`src/rtl/fprot_pkg.sv`:
```
package fprot_pkg;

  typedef enum logic [2:0] {
    REG_STAT  = 3'd0,
    REG_SID   = 3'd1,
    REG_DID   = 3'd2,
    REG_MEMOP = 3'd3,
    REG_ISR   = 3'd4,
    REG_IMR   = 3'd5,
    REG_CS    = 3'd6
  } reg_off_e;

  localparam logic [7:0] OP_BULK = 8'd1;
  localparam logic [7:0] OP_SECT = 8'd2;
  localparam logic [7:0] OP_PROT = 8'd3;

  localparam int ISR_ERASE = 0;
  localparam int ISR_WRITE = 1;
  localparam int ISR_W     = 2;

  typedef struct packed {
    logic [3:0] level;
    logic       tb;
  } prot_t;

endpackage

```
`src/rtl/fprot_range.sv`:
```
module fprot_range
  import fprot_pkg::*;
#(
  parameter int SECT_W = 3,
  parameter int N_CHK  = 2
) (
  input  prot_t                          prot,
  input  logic [N_CHK-1:0][SECT_W-1:0]   chk_sect,
  output logic [N_CHK-1:0]               chk_hit,
  output logic [SECT_W:0]                lo,
  output logic [SECT_W:0]                hi
);

  localparam logic [SECT_W:0] NSECT = {1'b1, {SECT_W{1'b0}}};

  logic [SECT_W:0] len;

  // region length in sectors, then placement at bottom or top
  always_comb begin
    if (prot.level == 4'd0) begin
      len = '0;
    end else if ((int'(prot.level) - 1) >= SECT_W) begin
      len = NSECT;
    end else begin
      len = (SECT_W+1)'(1) << (prot.level - 4'd1);
    end
    if (prot.tb) begin
      lo = '0;
      hi = len;
    end else begin
      lo = NSECT - len;
      hi = NSECT;
    end
  end

  for (genvar g = 0; g < N_CHK; g++) begin : g_chk
    assign chk_hit[g] = ({1'b0, chk_sect[g]} >= lo) && ({1'b0, chk_sect[g]} < hi);
  end

endmodule

```
`src/rtl/fprot_memop.sv`:
```
module fprot_memop
  import fprot_pkg::*;
#(
  parameter int SECT_W = 3
) (
  input  logic              clk,
  input  logic              rst_n,
  input  logic              wr_en,
  input  logic [31:0]       wdata,
  input  logic              er_hit,
  output logic [SECT_W-1:0] sect_field,
  output prot_t             prot_q,
  output logic              erase_viol,
  output logic              req_valid_q,
  output logic              req_bulk_q,
  output logic [SECT_W-1:0] req_sect_q
);

  logic [7:0]        op;
  prot_t             prot_d;
  logic              prot_en;
  logic              issue;
  logic              bulk_d;
  logic [SECT_W-1:0] sect_d;
  logic              unused_wdata;

  assign op           = wdata[7:0];
  assign sect_field   = wdata[8 +: SECT_W];
  assign unused_wdata = ^wdata;

  // next-state decode of a memory-operation write
  always_comb begin
    prot_d     = prot_q;
    prot_en    = 1'b0;
    issue      = 1'b0;
    bulk_d     = 1'b0;
    sect_d     = '0;
    erase_viol = 1'b0;
    if (wr_en) begin
      unique case (op)
        OP_PROT: begin
          prot_en      = 1'b1;
          prot_d.level = wdata[11:8];
          prot_d.tb    = wdata[12];
        end
        OP_SECT: begin
          if (er_hit) begin
            erase_viol = 1'b1;
          end else begin
            issue  = 1'b1;
            sect_d = sect_field;
          end
        end
        OP_BULK: begin
          if (prot_q.level != 4'd0) begin
            erase_viol = 1'b1;
          end else begin
            issue  = 1'b1;
            bulk_d = 1'b1;
          end
        end
        default: ;
      endcase
    end
  end

  always_ff @(posedge clk or negedge rst_n) begin
    if (!rst_n) begin
      prot_q      <= '0;
      req_valid_q <= 1'b0;
      req_bulk_q  <= 1'b0;
      req_sect_q  <= '0;
    end else begin
      req_valid_q <= issue;
      if (prot_en) begin
        prot_q <= prot_d;
      end
      if (issue) begin
        req_bulk_q <= bulk_d;
        req_sect_q <= sect_d;
      end
    end
  end

  // a bulk request only leaves while nothing is protected
  a_r8_bulk_unprotected: assert property (@(posedge clk) disable iff (!rst_n)
    (req_valid_q && req_bulk_q) |-> (prot_q.level == 4'd0));

  // protect setting only moves on a memory-operation write
  a_r3_prot_write_only: assert property (@(posedge clk) disable iff (!rst_n)
    !$stable(prot_q) |-> $past(wr_en));

endmodule

```
`src/rtl/fprot_csr.sv`:
```
module fprot_csr
  import fprot_pkg::*;
#(
  parameter int          SECTOR_LOG2 = 16,
  parameter logic [31:0] SID         = 32'h0000_0017,
  parameter logic [31:0] DEVID       = 32'h0000_0019,
  parameter int          CS_W        = 3,
  localparam int         ADDR_W      = int'(DEVID[7:0]) - 6,
  localparam int         SECT_W      = ADDR_W - SECTOR_LOG2
) (
  input  logic              clk,
  input  logic              rst_n,
  input  logic              bus_sel,
  input  logic              bus_wr,
  input  logic [2:0]        bus_addr,
  input  logic [31:0]       bus_wdata,
  output logic [31:0]       bus_rdata,
  input  logic              dw_valid,
  input  logic [ADDR_W-1:0] dw_addr,
  output logic              dw_ok,
  output logic              req_valid,
  output logic              req_bulk,
  output logic [SECT_W-1:0] req_sector,
  output logic [CS_W-1:0]   chip_sel,
  output logic              irq
);

  // reset: asserted asynchronously, released on the clock
  logic [1:0] rst_sync;
  logic       rst_core_n;

  always_ff @(posedge clk or negedge rst_n) begin
    if (!rst_n) begin
      rst_sync <= 2'b00;
    end else begin
      rst_sync <= {rst_sync[0], 1'b1};
    end
  end
  assign rst_core_n = rst_sync[1];

  // register-write strobes
  logic wr_memop, wr_isr, wr_imr, wr_cs;
  assign wr_memop = bus_sel && bus_wr && (bus_addr == REG_MEMOP);
  assign wr_isr   = bus_sel && bus_wr && (bus_addr == REG_ISR);
  assign wr_imr   = bus_sel && bus_wr && (bus_addr == REG_IMR);
  assign wr_cs    = bus_sel && bus_wr && (bus_addr == REG_CS);

  // command decode
  prot_t             prot;
  logic [SECT_W-1:0] sect_field;
  logic              er_hit;
  logic              erase_viol;

  fprot_memop #(.SECT_W(SECT_W)) u_memop (
    .clk         (clk),
    .rst_n       (rst_core_n),
    .wr_en       (wr_memop),
    .wdata       (bus_wdata),
    .er_hit      (er_hit),
    .sect_field  (sect_field),
    .prot_q      (prot),
    .erase_viol  (erase_viol),
    .req_valid_q (req_valid),
    .req_bulk_q  (req_bulk),
    .req_sect_q  (req_sector)
  );

  // protected range and the two checks against it
  logic [1:0][SECT_W-1:0] chk_sect;
  logic [1:0]             chk_hit;
  logic [SECT_W:0]        prot_lo, prot_hi;
  logic                   wr_hit;
  logic                   unused_addr;

  assign chk_sect[0] = sect_field;
  assign chk_sect[1] = dw_addr[ADDR_W-1:SECTOR_LOG2];
  assign er_hit      = chk_hit[0];
  assign wr_hit      = chk_hit[1];
  assign unused_addr = ^dw_addr[SECTOR_LOG2-1:0];

  fprot_range #(.SECT_W(SECT_W), .N_CHK(2)) u_range (
    .prot     (prot),
    .chk_sect (chk_sect),
    .chk_hit  (chk_hit),
    .lo       (prot_lo),
    .hi       (prot_hi)
  );

  assign dw_ok = dw_valid && !wr_hit;

  // interrupt status, mask and chip select
  logic [ISR_W-1:0] isr_q, isr_d;
  logic [ISR_W-1:0] imr_q;
  logic [CS_W-1:0]  cs_q;

  always_comb begin
    isr_d = isr_q;
    if (wr_isr) begin
      isr_d = isr_d & ~bus_wdata[ISR_W-1:0];
    end
    if (erase_viol) begin
      isr_d[ISR_ERASE] = 1'b1;
    end
    if (dw_valid && wr_hit) begin
      isr_d[ISR_WRITE] = 1'b1;
    end
  end

  always_ff @(posedge clk or negedge rst_core_n) begin
    if (!rst_core_n) begin
      isr_q <= '0;
      imr_q <= '0;
      cs_q  <= '0;
    end else begin
      isr_q <= isr_d;
      if (wr_imr) begin
        imr_q <= bus_wdata[ISR_W-1:0];
      end
      if (wr_cs) begin
        cs_q <= bus_wdata[CS_W-1:0];
      end
    end
  end

  assign chip_sel = cs_q;
  assign irq      = |(isr_q & imr_q);

  // read mux
  always_comb begin
    bus_rdata = '0;
    if (bus_sel) begin
      unique case (bus_addr)
        REG_STAT: bus_rdata = {25'b0, prot.level[3], prot.tb, prot.level[2:0], 2'b00};
        REG_SID:  bus_rdata = SID;
        REG_DID:  bus_rdata = DEVID;
        REG_ISR:  bus_rdata = {{(32-ISR_W){1'b0}}, isr_q};
        REG_IMR:  bus_rdata = {{(32-ISR_W){1'b0}}, imr_q};
        REG_CS:   bus_rdata = {{(32-CS_W){1'b0}}, cs_q};
        default:  bus_rdata = '0;
      endcase
    end
  end

  // an issued sector erase never lies inside the protected range
  a_r7_sector_outside: assert property (@(posedge clk) disable iff (!rst_core_n)
    (req_valid && !req_bulk) |->
      (({1'b0, req_sector} < prot_lo) || ({1'b0, req_sector} >= prot_hi)));

  // the erase flag only rises after a memory-operation write
  a_r7_erase_flag_src: assert property (@(posedge clk) disable iff (!rst_core_n)
    $rose(isr_q[ISR_ERASE]) |-> $past(wr_memop));

  // a blocked data write leaves its flag set
  a_r9_write_flag: assert property (@(posedge clk) disable iff (!rst_core_n)
    (dw_valid && !dw_ok) |=> isr_q[ISR_WRITE]);

  // flags hold unless cleared by a one written to them
  a_r10_erase_sticky: assert property (@(posedge clk) disable iff (!rst_core_n)
    (isr_q[ISR_ERASE] && !(wr_isr && bus_wdata[ISR_ERASE])) |=> isr_q[ISR_ERASE]);

  a_r10_write_sticky: assert property (@(posedge clk) disable iff (!rst_core_n)
    (isr_q[ISR_WRITE] && !(wr_isr && bus_wdata[ISR_WRITE])) |=> isr_q[ISR_WRITE]);

endmodule

```
`config.mk`:
```
export PLATFORM = sky130hd
export DESIGN_NAME = fprot_csr
export DESIGN_NICKNAME = d
export VERILOG_FILES = /design/src/rtl/fprot_pkg.sv /design/src/rtl/fprot_range.sv /design/src/rtl/fprot_memop.sv /design/src/rtl/fprot_csr.sv
export SDC_FILE = /design/constraint.sdc
export NUM_CORES = 1
export LEC_CHECK = 0
export ABC_CLOCK_PERIOD_IN_PS = 8000
export BUFFER_PORTS_ARGS = -buffer_cell sky130_fd_sc_hd__buf_4
export CORE_MARGIN = 8
export CORE_UTILIZATION = 48
export CTS_CLUSTER_SIZE = 30
export DETAILED_ROUTE_END_ITERATION = 10
export PLACE_DENSITY = 0.92
export SLEW_MARGIN = 25
export SYNTH_ARGS = -nofsm -noshare
export SYNTH_HDL_FRONTEND = slang
export SYNTH_SLANG_ARGS = --single-unit
```
`constraint.sdc`:
```
create_clock -name clk -period 8 [get_ports clk]
set_input_delay 1.2 -clock clk [delete_from_list [all_inputs] [get_ports clk]]
set_output_delay 1.2 -clock clk [all_outputs]
set_load 0.005 [all_outputs]
```
# == After elaboration in Yosys (flattened, before gate mapping) ==
# Index checks and enable logic that the tools add are counted.
# classes
muxes,24
shifts,1
n_mul,0
bitwise_logic,3
n_eq_ne,9
n_lt_le_gt_ge,5
reduce_logical,17
div_mod_pow,0
n_addsub,3
# ops
op,n
$pmux 7 s6,1
$ge 32x3->1 const B,1
$mux 32,1
$eq 8x2->1 const B,2
$mux 4,4
$mux 1,12
$eq 3x3->1 const B,3
$logic_and 1x1->1,9
$mux 3,3
$eq 8x1->1 const B,1
$ge 3x4->1,2
$lt 3x4->1,2
$eq 3x2->1 const B,2
$sub 4x1->5 const B,1
$and 2x2->2,2
$logic_not 4->1,1
$pmux 1 s2,2
$reduce_bool 2->1,2
$reduce_bool 4->1,1
$shl 1x4->4 const A,1
$sub 4x1->4 const B,1
$sub 4x4->4 const A,1
$eq 3x1->1 const B,1
$logic_not 3->1,1
5 further kinds,5
# word_totals
out_inout_bits,42
wordCells,72
ramBits,0
n_memories,0
romBits,0
latchBits,0
ff_bits,19

# == Logic depth before layout (Yosys ltp) ==
# logic_depth
word_depth,12
mapped_depth,15
ltp_nobuf,14

# == Modules after synthesis ==
# From an unflattened synthesis, not the netlist that was laid out.
# hier_totals
hier_cells,185
hier_area_um2,1700.4
# modules_own_cells
module,area_per_inst_um2,n_inst,cells_each,seq_area_each_um2
fprot_csr,716.9,1,80,225.2
fprot_memop,558.0,1,47,250.2
fprot_range,425.4,1,58,0.0

# == Least setup slack after synthesis ==
# Ideal clock, no wire load.
# synth_timing
path_kind,register to output
startpoint,register u_memop.prot_q[1] (netlist bit)
endpoint,output port dw_ok
arrival_time_ns,2.842
stages_incl_launch_ff,15
required_ns,6.800
path_buffers,1
setup_slack_ns,3.958
cell_sequence,dfrtp_1 > inv_1 > ha_1 > buf_4 > o41a_4 > a21oi_1 > nand3_1 > ha_1 > xnor2_1 > nand2b_1 > ha_1 > nor2_1 > or3_1 > a2bb2oi_1 > and2_1
# synth_via
elab_chain_len,10
word_cells_on_any_way,15
cone_classes,3 x add/sub; 3 x order compare; 1 x shift; 4 x mux; 4 x reduce/logical
# synth_lines
element,line,text
start: declaration,fprot_memop.sv:12,"output prot_t prot_q,"
start signal: assignment,fprot_memop.sv:76,prot_q <= prot_d;
$sub 4x1->5 / $sub 4x1->4 (equally long branches),"fprot_range.sv:22, fprot_range.sv:25",
$ge 32x3->1 / $shl 1x4->4 (equally long branches),"fprot_range.sv:22, fprot_range.sv:25",
$mux 4,fprot_range.sv:22,end else if ((int'(prot.level) - 1) >= SECT_W) begin
$mux 4 (*),fprot_range.sv:20,if (prot.level == 4'd0) begin
$sub 4x4->4,fprot_range.sv:31,lo = NSECT - len;
$mux 4,fprot_range.sv:27,if (prot.tb) begin
$ge 3x4->1,fprot_range.sv:37,"assign chk_hit[g] = ({1'b0, chk_sect[g]} >= lo) && ({1'b0, chk_sect[g]} < hi);"
$logic_and 1x1->1 (*),fprot_range.sv:37,
$logic_not 1->1 (*),fprot_csr.sv:89,assign dw_ok = dw_valid && !wr_hit;
$logic_and 1x1->1 (*),fprot_csr.sv:89,
end: declaration,fprot_csr.sv:20,"output logic dw_ok,"
# Every way passes the cells marked *; elsewhere a longest branch is shown, timed or not.

# == Worst setup path in the final report ==
# Ends and elaborated chain as after synthesis.

==> metrics.csv <==
stage,metric,value,unit
setup_path,worst reg-to-reg path cell count,14,
setup_path,Worst EP required,6.80,ns
logic_synthesis,Yosys top cell area share,0.264,
floorplanning,Die Width,77.2,um
logic_synthesis,total of warnings raised by yosys,0,
global_route,largest net degree at the start of global routing,18,
final_layout,Fillers,338,
clocking,cts bufs inserted,3,
worst_hold_path,Worst Hold Class,flop to asynchronous set/reset pin,
floorplanning,Core Rows,22,
outcome,status,finished clean,
routing,Post-Route M1 WL,1750,um
routing,Via density,5.39,
logic_synthesis,Area contributors post-synth,"dfrtp_1 26%, buf_4 11%, ha_1 9.0%, nand2_1 4.4%, mux2_2 3.8%",
place,GPL Wtd Cong,0.894,
routing,routed wl met2,2150,um
clocking,"Setup Fix Bufs, Post-CTS",0,
logic_synthesis,fraction of registers with async set/reset,1.00,
setup_path,critical path data arrival time,3.58,ns
routing,met3 wire len,357,um
routing,DRC violations left,0,
floorplanning,core area,0.00363,mm2
logic_synthesis,"Primary FF master, synth",dfrtp_1,
sta,worst slew pin tran,0.721,ns
global_route,number of global-route vias before repair,1586,
logic_synthesis,register area share after synthesis,0.264,
routing,routed vias,1559,
routing,DRT iter0 DRCs,94,
setup_path,R2R setup slack,4.56,ns
clocking,Root Buffer,clkbuf_8,
setup_path,Worst setup EP type,output port,
floorplanning,I/O Pins,101,
logic_synthesis,"Distinct cells, synth",53,
job,Max Cap Viol,0,
logic_synthesis,post-synth top area cell,dfrtp_1,
routing,TritonRoute pass-1 iters,4,
floorplanning,die area,0.00596,mm2
setup_path,CP dominant cell by count,ha_1,
clocking,CTS tree,built,
place,Placement Setup Slack,3.51,ns
logic_synthesis,Mean Syn Cell Area,8.82,um2
clocking,clock transition at the registers of the reported paths,0.07,ns
sta,Max Slew Vio Count,0,
setup_path,Worst Setup Start Kind,flop,
global_route,initial antenna violation count,0,
clocking,CTS H-Tree Depth,1,
clocking,# hold bufs at CTS,0,
final_layout,nets,314,
sta,Tmin final,4.78,ns
clocking,clock sink total,19,
power,leak pwr,0.000983,uW
floorplanning,Starting Density,0.495,
sta,Rel. slew slack,0.519,
global_route,gr usage total,0.146,
place,Placed Instances,285,
routing,Total Wirelength,4360,um
setup_path,"critical path, cell by cell","inv_1, ha_1, a21boi_0, a21oi_1, a21oi_1, nand3_1, ha_1, nand2b_1, ha_1, a211oi_1, or3_1, a2bb2oi_1, and2_1, buf_4",
global_route,Overflow after GRT,0,
setup_path,CP Class,flop to output port,
sta,crit share post-route,0.598,
routing,Top Metal Used,met4,
place,dpl hpwl,3500,um
logic_synthesis,Post-synth EDFFs,0,
sta,Worst Skew,0.00175,ns
place,IO Port Bufs,40,
final_layout,fin cells,289,
setup_path,CP Max Fanout,8,
final_layout,Diodes inserted,0,
sta,Fin. Hold Viols,0,
floorplanning,Die Y,77.2,um
global_route,first-pass GRT wire length,7470,um
logic_synthesis,#FFs+latches synth,19,
clocking,CTS-repair resized insts,0,
sta,setup violators final,0,
sta,Fmax,209,MHz
sta,RSZ-0062 raised after global routing,false,
sta,Setup WS post-layout,3.22,ns
setup_path,slowest CP cell,a21oi_1,
logic_synthesis,synthesized cell area,0.00180,mm2
final_layout,Area Growth Syn to Fin,15.5,%
routing,"antenna viol nets, final",0,
clocking,Clock Path Buffers,2,
sta,setup TNS,0,ns
logic_synthesis,cells after synthesis,204,
clocking,clk_lat worst skew,0.25,ns
final_layout,layout cells sized above 1,0.249,
setup_path,r2r endpoint,u_memop.req_bulk_q,
routing,WL/cell,15.1,um
setup_path,CP peak stage delay,0.47,ns
power,pwr dens,110,mW/mm2
setup_path,reg-to-reg startpoint,u_memop.prot_q[1],
power,VDD IR max,0.0479,mV
[state kept, by name (all words and copies together) (netlist names)]
register	count
chip_sel	3
u_memop.req_bulk_q	1
u_memop.req_valid_q	1
imr_q	2
rst_sync	2
u_memop.prot_q	5
u_memop.req_sect_q	3
isr_q	2
[metal layers]
layer  vias to the layer above  track usage
met4                         0       0.0698
met1                       726        0.166
met2                        71        0.253
met3                         8       0.0315
li1                        754            -
met5                         -            0
[worst max-delay path, delay by kind of cell (launching register included)]
family	cells	cell delay, ns
AOI/OAI and AO/OA	5	1.34
adders and majority gates	3	0.79
buffers and inverters	2	0.20
DFF	1	0.44
and+or+nand+nor	4	0.56
[power by group]
group / switching [uW] / total, uW / internal [uW]
sequential: 6.55 / 109 / 103
clock: 31.0 / 66.3 / 35.4
combinational: 25.2 / 52.7 / 27.5
[cells in the final DEF (no fill, tap or decap), types with 2 or more instances in the layout]
master,count
buf_4,40
conb_1,26
nand2_1,21
dfrtp_1,19
ha_1,13
nor2_1,12
inv_1,10
nor3_1,9
o21ai_0,7
nand3_1,6
nand2b_1,6
mux2_2,6
nor2b_1,5
a21oi_1,3
xnor2_1,3
a31oi_1,3
nand4_1,3
and3_1,3
mux2i_1,3
clkbuf_8,3
a21boi_0,2
and2_1,2
or4_1,2
o221ai_1,2
nor4_1,2
a211o_1,2
or2_2,2
[final cells by class]
cell class                 instances  area [um2]  area share
sequential                        19         475       0.229
timing repair buffer              40         300       0.144
inverter                          10        37.5      0.0181
clock buffer                       4        45.0      0.0217
tap                               48        60.1      0.0289
multi-input combinational        168        1160       0.558
[cells in the mapped netlist (all sizes together), types with 2 or more instances]
cell type,number
buf,28
nand2,21
dfrtp,19
ha,13
nor2,12
inv,10
nor3,9
o21ai,7
mux2,6
nand2b,6
nand3,6
nor2b,5
a31oi,4
and3,4
nor4,4
a21oi,3
clkbuf,3
mux2i,3
nand4,3
or2,3
xnor2,3
a211o,2
a211oi,2
a21boi,2
a41oi,2
and2,2
conb,2
o221ai,2
or4,2
[stage by stage]
| stage | util | hold slack (ns) | total power, uW | area [um2] |
|---|---|---|---|---|
| 4_1_cts | 0.572 | 0.333 | 230 | 2080 |
| 3_5_place_dp | 0.560 | 0.327 | 163 | 2030 |
| 3_3_place_gp | 0.560 | 0.310 | 162 | 2030 |
| 5_1_grt | 0.572 | 0.377 | 243 | 2080 |
| 2_1_floorplan | - | 0.213 | 145 | 1890 |
| 6_report | 0.572 | 0.300 | 228 | 2080 |
[worst max path at each step]
stage                       from     to  slack [ns]
2_1_floorplan  u_memop.prot_q[1]  dw_ok        3.96
3_3_place_gp   u_memop.prot_q[1]  dw_ok        3.66
3_5_place_dp   u_memop.prot_q[1]  dw_ok        3.51
4_1_cts        u_memop.prot_q[1]  dw_ok        3.23
5_1_grt        u_memop.prot_q[1]  dw_ok        2.84
6_report       u_memop.prot_q[1]  dw_ok        3.22
[cells by family after synthesis]
| kind of cell | after synthesis | share of synthesized area |
|---|---|---|
| fa+ha+maj | 13 | 0.0904 |
| xor+xnor | 3 | 0.0146 |
| flops | 19 | 0.264 |
| simple gates | 84 | 0.259 |
| buf+inv | 41 | 0.141 |
| compound gates | 33 | 0.172 |
| mux | 9 | 0.0542 |
| other cells | 2 | 0.00417 |
Power figures use the tool's default switching activity.
